### src/rtl/npic_pkg.sv
package npic_pkg;

    localparam int N_REQ      = 8;
    localparam int LVL_W      = 3;
    localparam int IDX_W      = $clog2(N_REQ);
    localparam int STK_DEPTH  = 4;
    localparam int STK_IDX_W  = $clog2(STK_DEPTH);
    localparam int STK_PTR_W  = $clog2(STK_DEPTH + 1);
    localparam int ADDR_W     = 4;
    localparam int DATA_W     = 8;

    localparam logic [DATA_W-1:0] VEC_BASE = 8'h40;

    localparam logic [ADDR_W-1:0] A_MASK = 4'h8;
    localparam logic [ADDR_W-1:0] A_VEC  = 4'h9;
    localparam logic [ADDR_W-1:0] A_PEND = 4'hA;
    localparam logic [ADDR_W-1:0] A_STAT = 4'hB;

    typedef logic [LVL_W-1:0] lvl_t;
    typedef logic [IDX_W-1:0] idx_t;

    typedef struct packed {
        logic valid;
        idx_t idx;
        lvl_t lvl;
    } win_t;

    typedef struct packed {
        lvl_t lvl;
        idx_t idx;
    } stk_ent_t;

    function automatic logic [DATA_W-1:0] vec_of(idx_t i);
        return VEC_BASE + DATA_W'(i);
    endfunction

endpackage

### src/rtl/npic_pend.sv
module npic_pend
    import npic_pkg::*;
(
    input  logic             clk,
    input  logic             rst,
    input  logic [N_REQ-1:0] req_in,
    input  logic [N_REQ-1:0] clr,
    output logic [N_REQ-1:0] pend
);
    logic [N_REQ-1:0] req_d;
    logic [N_REQ-1:0] rise;

    assign rise = req_in & ~req_d;

    always_ff @(posedge clk) begin
        if (rst) begin
            req_d <= '0;
            pend  <= '0;
        end else begin
            req_d <= req_in;
            // a fresh edge wins over a clear in the same cycle
            pend  <= (pend & ~clr) | rise;
        end
    end
endmodule

### src/rtl/npic_arb.sv
module npic_arb
    import npic_pkg::*;
(
    input  lvl_t [N_REQ-1:0] prio,
    input  logic [N_REQ-1:0] pend,
    output win_t             win
);
    always_comb begin
        win = '0;
        // ascending scan with strict compare keeps the lowest index on ties
        for (int i = 0; i < N_REQ; i++) begin
            if (pend[i] && (prio[i] != '0) && (!win.valid || prio[i] > win.lvl)) begin
                win.valid = 1'b1;
                win.idx   = IDX_W'(i);
                win.lvl   = prio[i];
            end
        end
    end
endmodule

### src/rtl/npic_mstk.sv
module npic_mstk
    import npic_pkg::*;
(
    input  logic                 clk,
    input  logic                 rst,
    input  logic                 ack,
    input  lvl_t                 ack_lvl,
    input  idx_t                 ack_idx,
    input  logic [N_REQ-1:0]     clr,
    input  logic                 sw_wr,
    input  lvl_t                 sw_lvl,
    output lvl_t                 mask_lvl,
    output logic                 ovf,
    output logic [STK_PTR_W-1:0] depth
);
    stk_ent_t             stk [STK_DEPTH];
    logic [STK_IDX_W-1:0] top_ptr;
    logic                 full;
    logic                 pop_hit;

    assign full    = (depth == STK_PTR_W'(STK_DEPTH));
    assign top_ptr = STK_IDX_W'(depth - 1'b1);
    assign pop_hit = (depth != '0) && clr[stk[top_ptr].idx];

    always_ff @(posedge clk) begin
        if (rst) begin
            mask_lvl <= '0;
            ovf      <= 1'b0;
            depth    <= '0;
            for (int k = 0; k < STK_DEPTH; k++) stk[k] <= '0;
        end else if (ack) begin
            if (full) begin
                ovf <= 1'b1;
            end else begin
                stk[depth[STK_IDX_W-1:0]] <= '{lvl: mask_lvl, idx: ack_idx};
                depth <= depth + 1'b1;
            end
            mask_lvl <= ack_lvl;
        end else if (pop_hit) begin
            mask_lvl <= stk[top_ptr].lvl;
            depth    <= depth - 1'b1;
        end else if (sw_wr) begin
            mask_lvl <= sw_lvl;
        end
    end
endmodule

### src/rtl/npic_top.sv
module npic_top
    import npic_pkg::*;
(
    input  logic              clk,
    input  logic              rst,
    input  logic [N_REQ-1:0]  req_in,
    input  logic              bus_sel,
    input  logic              bus_wr,
    input  logic [ADDR_W-1:0] bus_addr,
    input  logic [DATA_W-1:0] bus_wdata,
    output logic [DATA_W-1:0] bus_rdata,
    output logic              irq_n
);
    lvl_t [N_REQ-1:0]     prio_q;
    logic [N_REQ-1:0]     pend;
    logic [N_REQ-1:0]     clr;
    win_t                 win;
    lvl_t                 mask_lvl;
    logic                 ovf;
    logic [STK_PTR_W-1:0] depth;
    logic [DATA_W-1:0]    vec_q;
    lvl_t                 vec_lvl;
    idx_t                 vec_idx;
    logic                 vec_vld;
    logic                 irq_on;
    logic                 ack;
    logic                 wr_en;
    logic                 rd_en;

    assign wr_en = bus_sel & bus_wr;
    assign rd_en = bus_sel & ~bus_wr;
    assign clr   = (wr_en && bus_addr == A_PEND) ? bus_wdata[N_REQ-1:0] : '0;

    npic_pend u_pend (
        .clk    (clk),
        .rst    (rst),
        .req_in (req_in),
        .clr    (clr),
        .pend   (pend)
    );

    npic_arb u_arb (
        .prio (prio_q),
        .pend (pend),
        .win  (win)
    );

    assign irq_on = win.valid && (win.lvl > mask_lvl);
    assign irq_n  = ~irq_on;
    assign ack    = rd_en && (bus_addr == A_VEC) && irq_on && vec_vld;

    npic_mstk u_mstk (
        .clk      (clk),
        .rst      (rst),
        .ack      (ack),
        .ack_lvl  (vec_lvl),
        .ack_idx  (vec_idx),
        .clr      (clr),
        .sw_wr    (wr_en && bus_addr == A_MASK),
        .sw_lvl   (bus_wdata[LVL_W-1:0]),
        .mask_lvl (mask_lvl),
        .ovf      (ovf),
        .depth    (depth)
    );

    generate
        for (genvar g = 0; g < N_REQ; g++) begin : g_prio
            always_ff @(posedge clk) begin
                if (rst)
                    prio_q[g] <= '0;
                else if (wr_en && bus_addr == ADDR_W'(g))
                    prio_q[g] <= bus_wdata[LVL_W-1:0];
            end
        end
    endgenerate

    always_ff @(posedge clk) begin
        if (rst) begin
            vec_q   <= '0;
            vec_lvl <= '0;
            vec_idx <= '0;
            vec_vld <= 1'b0;
        end else begin
            vec_vld <= irq_on;
            if (irq_on) begin
                vec_q   <= vec_of(win.idx);
                vec_lvl <= win.lvl;
                vec_idx <= win.idx;
            end
        end
    end

    always_comb begin
        bus_rdata = '0;
        if (rd_en) begin
            if (bus_addr < ADDR_W'(N_REQ))
                bus_rdata = DATA_W'(prio_q[bus_addr[IDX_W-1:0]]);
            else if (bus_addr == A_MASK)
                bus_rdata = DATA_W'(mask_lvl);
            else if (bus_addr == A_VEC)
                bus_rdata = vec_q;
            else if (bus_addr == A_PEND)
                bus_rdata = DATA_W'(pend);
            else if (bus_addr == A_STAT)
                bus_rdata = DATA_W'(ovf);
        end
    end
endmodule

### config.mk
export PLATFORM = sky130hd
export DESIGN_NAME = npic_top
export DESIGN_NICKNAME = d
export VERILOG_FILES = /design/src/rtl/npic_pkg.sv /design/src/rtl/npic_pend.sv /design/src/rtl/npic_arb.sv /design/src/rtl/npic_mstk.sv /design/src/rtl/npic_top.sv
export SDC_FILE = /design/constraint.sdc
export NUM_CORES = 1
export LEC_CHECK = 0
export ABC_AREA = 1
export BUFFER_PORTS_ARGS = -buffer_cell sky130_fd_sc_hd__clkbuf_2
export CORE_MARGIN = 1
export CORE_UTILIZATION = 55
export DETAILED_ROUTE_END_ITERATION = 10
export PLACE_DENSITY_LB_ADDON = 0.1
export SYNTH_ARGS = -nofsm -noshare
export SYNTH_HDL_FRONTEND = slang
export SYNTH_SLANG_ARGS = --single-unit
### constraint.sdc
create_clock -name clk -period 11.45 [get_ports clk]
set_input_delay 2.29 -clock clk [delete_from_list [all_inputs] [get_ports clk]]
set_output_delay 2.29 -clock clk [all_outputs]
set_load 0.02 [all_outputs]
==> impl_results.md <==
- Final hold violations: 0
- CP max stage cell: dfxtp_2
- Static Leak: between 0.002 and 0.0025 µW
- GPL Wtd Cong: 0.973
- DR WL/cell: roughly 16 µm
- Layout Nets: about 730
- Total power: roughly 620 µW
- Worst Path Arrival: 8.54 ns
- Max clock buf depth: 2
- Min-delay worst type: reg2reg
- #FFs+latches synth: 79
- Relative slew slack: between 30% and 40%
- Starting Density: 57.7%
- CP startpoint: prio_q[2]
- Max-slew violation count: 0
- Setup Viol. Count Final: 0
- Width of the die: about 96 µm
- Total CTS buffers: 9
- Syn nets: 691
- CTS root buffer: clkbuf_8
- RR Startpoint: prio_q[2]
- Synth Instances: approximately 640
- Sw Pwr: ~200 µW
- DRT iter0 DRCs: 323
- Status: finished clean
- Sequential share of the synthesized area: between 30% and 40%
- # H-tree levels: 3
- Worst EP required: 9.16 ns
- Synthesized cell area: ~0.0048 mm²
- Net Sw Frac: between 30% and 40%
- Setup Skew: ~0.013 ns
- Pin count of the biggest net entering global routing: 37
- Core Area: between 0.008 and 0.009 mm²
- Port Buf Inserts: 32
- Sequential share of power: just under 50%
- DR vias: ~4,500
- Commonest non-fill, non-tap cell in the layout: nand2_1
- First-pass GRT wire length: between 20,000 and 25,000 µm
- Die area: ~0.009 mm²
- Routed WL: 12,700 µm
- Gr ovfl total: 0
- Worst setup SP type: flop
- Sink Count: 79
- YS warnings: 0
- Logic pwr share: about 19%
- Max_cap viols: 0
- Most frequent cells in the layout: 98 x nand2_1, 79 x inv_1, 72 x nor2_1
- Reg clk slew, reported paths: 0.09 ns
- Worst-Margin Slew: 1.05 ns
- Rows: 33
- Worst ir drop on vdd: ~0.061 mV
- Hold WS: 0.481 ns
- Crit-path most repeated cell: nand2_1
- Syn_area_per_cell: 7.55 µm²
- Ant diodes: 0
- Worst skew pair latency: roughly 0.36 ns
- Dpl hpwl: around 9600 µm
- FMAX: a little over 90 MHz
- Fin Setup TNS: 0 ns
- CP max FO: 8
- Gr usage total: approximately 29%
- Netlist cell types: 51
- Crit path kind: reg2out
- I/O Pins: 33
- Fin crit period: between 10 and 15 ns
- Die height: around 96 µm
- Slowest Stage Delay on Critical Path: ~0.34 ns
- Antenna-violating nets left: 0
- Crit. End Element: output pin
- DRC violations left: 0
- Final period utilization: between 90% and 100%
- DRT Pass-1 Iters: 6
- Fillers: approximately 770
- Vias in the first global route: 4,210
- Share of cells above drive strength 1: 22.2%
- CTS tree: built
- Int Pwr: between 400 and 500 µW
- Pwr dens: approximately 110 mW/mm²
- Routed vias/inst: around 5.7
- Clk network pwr share: between 30% and 40%
- Area Growth Syn to Fin: 12.3%
- Hold path startpoint: u_mstk.ovf
- Initial antenna violation count: 0
## area by class of cell
cell class,instances,area [µm²],share of cell area (%)
Tap cell,105,131,2.42
Timing Repair Buffer,37,200,3.68
Inverter,98,377,6.93
Sequential cell,79,1820,33.6
Multi-Input combinational cell,454,2720,50.1
Clock buffer,9,124,2.28
Clock inverter,7,56.3,1.04
## worst max-delay path, delay by kind of cell, from the launching register on
family	cells	cell delay (ns)
compound gates	13	1.50
fa+ha+maj	8	2.13
buf+inv	6	0.46
flops	1	0.34
simple gates	45	3.78
## power by group through the flow
stage	clock network [µW]	logic, µW	registers, µW
final	194	120	309
after global routing	211	135	310
after CTS	196	115	308
after detailed placement	0	114	315
after global placement	0	111	314
after floorplan	0	86.1	311
## repair_timing
| item | CTS | global route |
|---|---|---|
| hold buffers | 0 | 0 |
| resized for setup | 0 | 35 |
| setup buffers | 0 | 5 |
| endpoints found under the setup margin | 0 | 1 |
## worst paths after layout
| path | to | slack [ns] | cells past startpoint |
|---|---|---|---|
| min | u_mstk.ovf | 0.48 | 2 |
| min reg2reg | u_mstk.ovf | 0.48 | 2 |
| max | irq_n | 0.62 | 72 |
| max reg2reg | u_mstk.stk[3][1] | 1.64 | 77 |
## cell families (layout without fill, tap and decap cells)
group | count (synthesis) | in the layout | synth area share (%)
compound gates | 153 | 153 | 19.5
fa+ha+maj | 26 | 26 | 6.72
buf+inv | 108 | 151 | 8.82
flops | 79 | 79 | 37.6
simple gates | 275 | 275 | 27.3
## metrics by stage
| stage | std cells | utilization, % | cell area [µm²] | worst slack (ns) |
|---|---|---|---|---|
| 2_1_floorplan | 641 | - | 4840 | 1.69 |
| 3_3_place_gp | 768 | 60.6 | 5080 | 0.982 |
| 3_5_place_dp | 768 | 60.6 | 5080 | 0.675 |
| 4_1_cts | 784 | 62.8 | 5260 | 0.270 |
| 5_1_grt | 789 | 64.8 | 5430 | -0.144 |
| 6_report | 789 | 64.8 | 5430 | 0.619 |
## metal layers
metal | track usage [%] | up-vias | wire length [µm]
met5 | 0 | - | 0
met4 | 11.2 | 0 | 295
met3 | 3.55 | 27 | 749
met2 | 49.6 | 166 | 5930
met1 | 38.3 | 2099 | 5710
li1 | - | 2228 | -
## cells in the mapped netlist, drive strengths merged
cell	n	area, µm²
nand2	131	587
nor3b	1	12.5
nand3	37	223
nor2	82	350
a21oi	51	270
clkbuf	6	22.5
a22oi	3	22.5
clkinv	2	13.8
and2	3	18.8
o22ai	5	31.3
o21ai	61	328
a22o	3	26.3
o211ai	6	45.0
o221ai	3	26.3
inv	96	363
a221oi	1	8.76
nor3	8	40.0
o2111ai	3	26.3
o31ai	2	15.0
a211oi	5	42.5
nand4	4	25.0
buf	4	27.5
a32oi	2	25.0
dfxtp	55	1100
a31oi	8	77.6
nand3b	2	18.8
ha	26	325
or2	7	46.3
edfxtp	24	721
## state kept, by name (all words and copies together) (netlist names), 3 cells and up
name,flops
u_mstk.mask_lvl,3
u_pend.pend,8
prio_q,24
u_pend.req_d,8
u_mstk.stk,24
vec_lvl,3
u_mstk.depth,3
No activity file was read; power rests on OpenSTA's default activity.
